==> src/rtl/bsa_pkg.sv <==
package bsa_pkg;
  localparam logic [2:0] SRC_MEM   = 3'd0;
  localparam logic [2:0] SRC_Q     = 3'd1;
  localparam logic [2:0] SRC_A     = 3'd2;
  localparam logic [2:0] SRC_NBR   = 3'd3;
  localparam logic [2:0] SRC_BCAST = 3'd4;
  localparam logic [2:0] SRC_PLANE = 3'd5;

  localparam logic [1:0] DIR_N = 2'd0;
  localparam logic [1:0] DIR_E = 2'd1;
  localparam logic [1:0] DIR_S = 2'd2;
  localparam logic [1:0] DIR_W = 2'd3;

  typedef struct packed {
    logic [2:0] src;
    logic [1:0] dir;
    logic       ld_q;
    logic       ld_c;
    logic       ld_a;
    logic       mem_we;
    logic       wr_sum;
  } uop_t;
endpackage

==> src/rtl/bsa_nbr_route.sv <==
module bsa_nbr_route #(
  parameter int DIM = 4,
  localparam int NE = DIM * DIM
) (
  input  logic [NE-1:0]      c_plane,
  output logic [NE-1:0][3:0] nbr_c
);
  for (genvar r = 0; r < DIM; r++) begin : g_row
    for (genvar col = 0; col < DIM; col++) begin : g_col
      localparam int E  = r * DIM + col;
      localparam int RN = (r + DIM - 1) % DIM;
      localparam int RS = (r + 1) % DIM;
      localparam int CE = (col + 1) % DIM;
      localparam int CW = (col + DIM - 1) % DIM;
      assign nbr_c[E][0] = c_plane[RN * DIM + col];
      assign nbr_c[E][1] = c_plane[r * DIM + CE];
      assign nbr_c[E][2] = c_plane[RS * DIM + col];
      assign nbr_c[E][3] = c_plane[r * DIM + CW];
    end
  end
endmodule

==> src/rtl/bsa_pe.sv <==
module bsa_pe
  import bsa_pkg::*;
#(
  parameter int MEM_BITS = 16,
  localparam int AW = $clog2(MEM_BITS)
) (
  input  logic          clk,
  input  logic          rst_n,
  input  logic          op_valid,
  input  uop_t          uop,
  input  logic [AW-1:0] addr,
  input  logic          bcast,
  input  logic          plane_bit,
  input  logic [3:0]    nbr_c,
  output logic          q,
  output logic          c,
  output logic          a,
  output logic          mem_bit
);
  logic [MEM_BITS-1:0] mem_r;
  logic q_r, c_r, a_r;
  logic mux, sum, cout;

  always_comb begin
    case (uop.src)
      SRC_MEM:   mux = mem_r[addr];
      SRC_Q:     mux = q_r;
      SRC_A:     mux = a_r;
      SRC_NBR:   mux = nbr_c[uop.dir];
      SRC_BCAST: mux = bcast;
      SRC_PLANE: mux = plane_bit;
      default:   mux = 1'b0;
    endcase
  end

  assign sum  = q_r ^ c_r ^ mux;
  assign cout = (q_r & c_r) | (q_r & mux) | (c_r & mux);

  always_ff @(posedge clk) begin
    if (!rst_n) begin
      q_r   <= 1'b0;
      c_r   <= 1'b0;
      a_r   <= 1'b1;
      mem_r <= '0;
    end else if (op_valid) begin
      if (uop.ld_q) q_r <= sum;
      if (uop.ld_c) c_r <= cout;
      if (uop.ld_a) a_r <= mux;
      if (uop.mem_we && a_r) mem_r[addr] <= uop.wr_sum ? sum : mux;
    end
  end

  assign q       = q_r;
  assign c       = c_r;
  assign a       = a_r;
  assign mem_bit = mem_r[addr];


  gated_write_chk: assert property (@(posedge clk) disable iff (!rst_n)
    (op_valid && uop.mem_we && !a_r) |=> mem_r[$past(addr)] == $past(mem_r[addr]));

  hold_q_chk: assert property (@(posedge clk) disable iff (!rst_n)
    (!op_valid || !uop.ld_q) |=> $stable(q_r));

  hold_c_chk: assert property (@(posedge clk) disable iff (!rst_n)
    (!op_valid || !uop.ld_c) |=> $stable(c_r));

  hold_a_chk: assert property (@(posedge clk) disable iff (!rst_n)
    (!op_valid || !uop.ld_a) |=> $stable(a_r));

  idle_mem_chk: assert property (@(posedge clk) disable iff (!rst_n)
    (!op_valid) |=> $stable(mem_r));
endmodule

==> src/rtl/bsa_array.sv <==
module bsa_array
  import bsa_pkg::*;
#(
  parameter int DIM = 4,
  parameter int MEM_BITS = 16,
  localparam int NE = DIM * DIM,
  localparam int AW = $clog2(MEM_BITS)
) (
  input  logic          clk,
  input  logic          rst_n,
  input  logic          instr_valid,
  output logic          instr_ready,
  input  logic [2:0]    src_sel,
  input  logic [1:0]    nbr_dir,
  input  logic [AW-1:0] mem_addr,
  input  logic          ld_q,
  input  logic          ld_c,
  input  logic          ld_a,
  input  logic          mem_we,
  input  logic          wr_sum,
  input  logic          bcast_bit,
  input  logic [NE-1:0] plane_in,
  output logic [NE-1:0] q_plane,
  output logic [NE-1:0] c_plane,
  output logic [NE-1:0] a_plane,
  output logic [NE-1:0] mem_plane
);
  uop_t uop;
  logic [NE-1:0][3:0] nbr_c;

  assign instr_ready = 1'b1;
  assign uop = '{src: src_sel, dir: nbr_dir, ld_q: ld_q, ld_c: ld_c,
                 ld_a: ld_a, mem_we: mem_we, wr_sum: wr_sum};

  bsa_nbr_route #(.DIM(DIM)) u_route (
    .c_plane (c_plane),
    .nbr_c   (nbr_c)
  );

  for (genvar e = 0; e < NE; e++) begin : g_pe
    bsa_pe #(.MEM_BITS(MEM_BITS)) u_pe (
      .clk       (clk),
      .rst_n     (rst_n),
      .op_valid  (instr_valid),
      .uop       (uop),
      .addr      (mem_addr),
      .bcast     (bcast_bit),
      .plane_bit (plane_in[e]),
      .nbr_c     (nbr_c[e]),
      .q         (q_plane[e]),
      .c         (c_plane[e]),
      .a         (a_plane[e]),
      .mem_bit   (mem_plane[e])
    );
  end


  bcast_a_chk: assert property (@(posedge clk) disable iff (!rst_n)
    (instr_valid && ld_a && src_sel == SRC_BCAST) |=> a_plane == {NE{$past(bcast_bit)}});

  q_clear_chk: assert property (@(posedge clk) disable iff (!rst_n)
    (instr_valid && ld_q && src_sel == SRC_Q && c_plane == '0) |=> q_plane == '0);
endmodule

==> config.mk <==
export PLATFORM = sky130hd
export DESIGN_NAME = bsa_array
export DESIGN_NICKNAME = d
export VERILOG_FILES = /design/src/rtl/bsa_pkg.sv /design/src/rtl/bsa_nbr_route.sv /design/src/rtl/bsa_pe.sv /design/src/rtl/bsa_array.sv
export SDC_FILE = /design/constraint.sdc
export NUM_CORES = 1
export LEC_CHECK = 0
export BUFFER_PORTS_ARGS = -buffer_cell sky130_fd_sc_hd__buf_2
export CAP_MARGIN = 25
export CORE_ASPECT_RATIO = 0.9
export CORE_MARGIN = 2
export CORE_UTILIZATION = 25
export CTS_CLUSTER_DIAMETER = 100
export DETAILED_ROUTE_END_ITERATION = 10
export HOLD_SLACK_MARGIN = 0.03
export PLACE_DENSITY_LB_ADDON = 0.25
export SLEW_MARGIN = 15
export SYNTH_ARGS = -nofsm -noshare
export SYNTH_HDL_FRONTEND = slang
export SYNTH_SLANG_ARGS = --single-unit
==> constraint.sdc <==
create_clock -name clk -period 11.32 [get_ports clk]
set_input_delay 2.83 -clock clk [delete_from_list [all_inputs] [get_ports clk]]
set_output_delay 2.83 -clock clk [all_outputs]
set_load 0.02 [all_outputs]
-- Word level (Yosys, flattened, before mapping)
Cells that the tools add are included.
- register bits after elaboration: 304
- input port bits: 34
- output and inout port bits: 65
- logic and storage cells: 335
- order comparisons: 3
- equal/unequal tests: 5
- multiplexer cells: 114
- bitwise gates (word level): 112
- reduce and logical (&&, ||, !) cells: 37
- operator list (kind ; number):
    $bwmux 16 ; 16
    $pmux 1 s6 ; 16
    $bmux 1 s4 ; 16
    $mux 1 ; 49
    $and 1x1->1 ; 48
    $reduce_and 2->1 ; 19
    $bmux 1 s2 ; 16
    $or 1x1->1 ; 32
    $xor 1x1->1 ; 32
    $logic_and 1x1->1 ; 17
    $eq 3x2->1 const B ; 2
    $eq 3x3->1 const B ; 2
    $lt 4x5->1 const B ; 1
    $demux 1 s4 ; 1
    $ge 4x1->1 const B ; 1
    $eq 3x1->1 const B ; 1
    $logic_not 3->1 ; 1
    $lt 2x3->1 const B ; 1

-- Depth between registers and ports, before layout
- depth after elaboration: 6
- gate-level depth with buffers: 15
- gate-level depth less buffers: 10

-- Hierarchy
A second synthesis with hierarchy kept.
- cells, all modules: 2307
- area total of the unflattened synthesis: 21842.2 um2
- modules (own cells, without submodules) (module ; instances ; cells an instance ; area each (um2) ; sequential area each (um2)):
    bsa_pe at g_pe[2].u_pe ... ; 8 ; 140 ; 1335.0 ; 380.4
    bsa_pe at g_pe[10].u_pe ... ; 7 ; 140 ; 1333.8 ; 380.4
    bsa_pe at g_pe[0].u_pe ; 1 ; 141 ; 1333.8 ; 380.4
    bsa_nbr_route ; 1 ; 64 ; 480.5 ; 0.0
    bsa_array ; 1 ; 2 ; 11.3 ; 0.0

-- Least setup slack after synthesis
No wires, ideal clock.
- kind: input port to output port
- start point: in mem_addr[0]
- end point: out mem_plane[11]
- data arrival time: 4307 ps
- data required time: 8490 ps
- setup slack: 4183 ps
- cell stages on the path: 9
- path buffers: 4
- cells stage by stage: buf_6 -> buf_6 -> nand2b_1 -> buf_1 -> o22ai_1 -> a221oi_1 -> nor2_1 -> a21oi_1 -> buf_4
- cells in the longest elaborated chain, start to end: 2
- ends and longest elaborated chain (item ; RTL line ; RTL):
    from (decl) ; bsa_array.sv:15 ; input logic [AW-1:0] mem_addr,
    $bmux 1 s4 ; bsa_pe.sv:56 ; assign mem_bit = mem_r[addr];
    $mux 1 (not written as such) ; bsa_pe.sv:56 ;
    to (decl) ; bsa_array.sv:26 ; output logic [NE-1:0] mem_plane
No other way between the ends. The select of a mux whose other input is x is not followed.

-- Final worst setup path
- start point: in mem_addr[1]
- end point: out mem_plane[10]
Same word-level chain as after synthesis.

==> results_tabular.tex <==
\begin{tabular}{lr}
\hline
Metric & Value \\
\hline
\multicolumn{2}{l}{\textbf{STA}} \\
\quad RSZ-0062 raised after global routing & false \\
\quad Peak clock frequency supported by timing & 115 MHz \\
\quad Transition at the pin with the smallest max-transition slack & about 1100 ps \\
\quad Share of the clock period used by the worst path after layout & approximately 77\% \\
\quad Final count of negative-setup-slack endpoints & 0 \\
\quad Setup TNS & 0 ps \\
\quad Relative slew slack & between 20\% and 30\% \\
\quad Shortest clock period the worst path allows after layout & a little under 9000 ps \\
\quad Final count of pins violating max slew & 0 \\
\quad Total count of hold-check failures in the final report & 0 \\
\quad Worst-case clock skew & $\sim$16 ps \\
\multicolumn{2}{l}{\textbf{Pwr}} \\
\quad Clock network fraction of total power & 41.9\% \\
\quad Flop pwr share & approximately two fifths \\
\quad Switching share of power & a little under a third \\
\quad Leakage power of the design & roughly 0.0075 µW \\
\quad Combinational share of power & between 10\% and 20\% \\
\quad Internal & 1890 µW \\
\quad Worst vdd rail ir drop & approximately 77 µV \\
\quad Power per cell area & between 100 and 150 nW/µm² \\
\quad Net switching power & 835 µW \\
\multicolumn{2}{l}{\textbf{Floorplan}} \\
\quad Count of pins on the block boundary & 99 \\
\quad Total die area & 75,100 µm² \\
\quad Placeable core area & between 70,000 and 80,000 µm² \\
\quad Die extent in y & 260 µm \\
\quad Die span in x & 289 µm \\
\quad Starting density of the core & around a quarter \\
\quad Rows & 93 \\
\multicolumn{2}{l}{\textbf{Synth}} \\
\quad Combined area of all synthesized cells & around 18,000 µm² \\
\quad Dominant cell by count in the synthesized netlist & a21oi\_1 \\
\quad Share of flip-flops with an asynchronous set or reset & 0\% \\
\quad Yosys warning count & 0 \\
\quad Synthesized flop and latch total & approximately 300 \\
\quad Syn nets & 2,310 \\
\quad Prevailing post-synth register cell & dfxtp\_1 \\
\quad Post-Synthesis Mean Instance Area & approximately 8.1 µm² \\
\quad Post-synthesis sequential area ratio & 33.4\% \\
\quad Leading post-synthesis cells by instance count & 531 x a21oi\_1, 307 x nand2\_1, 304 x dfxtp\_1 \\
\quad Count of flip-flops with a built-in enable after synthesis & 0 \\
\quad Synthesized instance count & between 2,000 and 2,500 \\
\quad Library cell occupying the most area in the post-synthesis netlist & dfxtp\_1 \\
\quad Cells taking the most area after synthesis & dfxtp\_1 33\%, a21oi\_1 15\%, a31oi\_1 8.3\% \\
\quad Synth top area share & 33.4\% \\
\quad Synth cell types & 47 \\
\multicolumn{2}{l}{\textbf{Global route}} \\
\quad Maximum number of pins on one net before global-route repair & between 100 and 150 \\
\quad First-pass GRT wire length & about 110 mm \\
\quad Overflow after GRT & 0 \\
\quad Number of antenna violations at the first check in global routing & 1 \\
\quad Overall routing resource usage & roughly a fifth \\
\quad Via count of the first global-routing pass & between 15,000 and 20,000 \\
\multicolumn{2}{l}{\textbf{CTS}} \\
\quad Clock tree from TritonCTS & done \\
\quad Clock buffers created by TritonCTS & 35 \\
\quad Clk\_lat worst skew & roughly 530 ps \\
\quad CTS Sinks & approximately 300 \\
\quad Reg clk slew, reported paths & around 60 ps \\
\quad Root cell of the clock tree & clkbuf\_16 \\
\quad Buffers inserted by post-CTS timing repair & 0 \\
\quad Post-CTS Hold Fix Bufs & 0 \\
\quad Max clock buf depth & 3 \\
\quad Number of levels the H-tree was split into & 2 \\
\quad Number of gates given a new drive strength after cts & 0 \\
\multicolumn{2}{l}{\textbf{Worst setup path}} \\
\quad Critical setup path kind & in2out \\
\quad CP Data Arrival Time & roughly 5900 ps \\
\quad Maximum net fanout on the critical path & 77 \\
\quad Critical path startpoint & mem\_addr[1] \\
\quad Data required time of the critical path & 8490 ps \\
\quad Register-to-register setup slack & between 7000 and 8000 ps \\
\quad Nature of the critical path endpoint & output port \\
\quad Startpoint of the worst-slack reg-to-reg timing path & g\_pe[14].u\_pe.mem\_r[10]\$\_SDFFE\_PN0P\_ \\
\quad Startpoint type of the worst setup path & input pin \\
\multicolumn{2}{l}{\textbf{Run}} \\
\quad Max capacitance violation total & 0 \\
\multicolumn{2}{l}{\textbf{Routing}} \\
\quad Number of antenna-violating nets in the routed design & 0 \\
\quad DRC marker count from the first detailed-route iteration & roughly 2,000 \\
\quad WL per Instance & roughly 25 µm \\
\quad Routed via count & 17,500 \\
\quad Total Routed Length & approximately 75 mm \\
\quad Average vias per placed instance & around 5.7 \\
\quad Pre-Repair DR Iteration Count & 8 \\
\quad Number of remaining DRC errors & 0 \\
\multicolumn{2}{l}{\textbf{Place}} \\
\quad DP HPWL & between 40 and 50 mm \\
\quad Number of cells in the design after placement & 2,984 \\
\quad Buffers on Ports & just under 100 \\
\quad Routability congestion estimate from global placement & $\sim$0.82 \\
\multicolumn{2}{l}{\textbf{Worst hold path}} \\
\quad Startpoint of the lowest-slack hold path & g\_pe[15].u\_pe.a\$\_SDFFE\_PN1P\_ \\
\quad Hold crit path type & reg2reg \\
\multicolumn{2}{l}{\textbf{Final layout}} \\
\quad Growth of design area from synthesis to finish & 10.0\% \\
\quad Number of antenna diodes & 0 \\
\quad Layout net count & between 2,000 and 2,500 \\
\quad Number of fill cells in the layout & 7,649 \\
\quad Share of layout cells above drive strength 1 & 16.1\% \\
\quad Non-filler cells in the finished layout & around 3,000 \\
\multicolumn{2}{l}{\textbf{Status}} \\
\quad Run status & completed \\
\hline
\end{tabular}
stage by stage:
step	util, %	setup slack, ps	area [µm²]	power, µW	hold WS, ps
after detailed placement	26.0	2630	18700	1590	531
final	27.9	2600	20100	2730	543
after global routing	27.9	2480	20100	2820	573
after floorplan	-	4180	18200	1460	482
after global placement	25.9	2720	18600	1580	529
after CTS	27.5	2640	19800	2720	542
power groups by stage:
stage | Clock [µW] | Combinational, µW | Sequential (µW)
final | 1140 | 460 | 1120
after global routing | 1200 | 488 | 1120
after CTS | 1160 | 442 | 1120
after detailed placement | 0 | 440 | 1150
after global placement | 0 | 434 | 1150
after floorplan | 0 | 333 | 1130
layout make-up:
| cell class | instances | area (µm²) | area share [%] |
|---|---|---|---|
| Timing Repair Buffer | 157 | 1100 | 5.48 |
| Sequential cell | 304 | 6090 | 30.3 |
| Clock inverter | 5 | 50.0 | 0.249 |
| Multi-Input combinational cell | 1559 | 10500 | 52.1 |
| Tap cell | 950 | 1190 | 5.92 |
| Inverter | 33 | 124 | 0.617 |
| Clock buffer | 55 | 1060 | 5.30 |
registers in the layout, summed over array words and instances, names as in the netlist:
register         count
g_pe.u_pe.mem_r    256
g_pe.u_pe.a         16
g_pe.u_pe.c         16
g_pe.u_pe.q         16
critical path, stage by stage:
cell	delay, ps
buf_6	640
buf_4	660
mux2_2	270
o22ai_1	70
a221oi_1	620
nor2_1	90
a21oi_1	320
buf_2	240
worst paths after layout:
check,end,cells after the start
setup / recovery,mem_plane[10],8
hold / removal,g_pe[15].u_pe.a$_SDFFE_PN1P_,2
setup reg to reg,g_pe[14].u_pe.mem_r[3]$_SDFFE_PN0P_,10
hold reg to reg,g_pe[15].u_pe.a$_SDFFE_PN1P_,2
logic make-up (layout without fill, tap and decap cells):
| kind of cell | count (synthesis) | count (layout) | synth area share (%) |
|---|---|---|---|
| adder cells (fa/ha/maj) | 16 | 16 | 1.76 |
| flip-flops | 304 | 304 | 33.4 |
| multiplexers | 128 | 128 | 10.6 |
| AND/OR/NAND/NOR | 471 | 471 | 11.5 |
| other | 1 | 1 | 0.0206 |
| AO/OA/AOI/OAI | 943 | 943 | 32.3 |
| buffers and inverters | 397 | 250 | 10.5 |
routing by layer:
metal  routed length (µm)  global-route usage (%)
met5                    0                       0
met2                34000                    30.2
met4                 2960                    7.46
met1                33100                    27.0
met3                 5180                    2.74
cells in the final DEF (no fill, tap or decap), types with 32 or more instances in the layout:
master and count:
mux4_2 48, buf_4 40, nand2_1 307, mux2_2 35
clkbuf_16 37, buf_2 94, a21oi_1 531, nor2_1 51
dfxtp_1 304, o211a_1 32, inv_1 33, mux2i_1 45
a31oi_1 242
No activity file was read; power rests on OpenSTA's default activity.
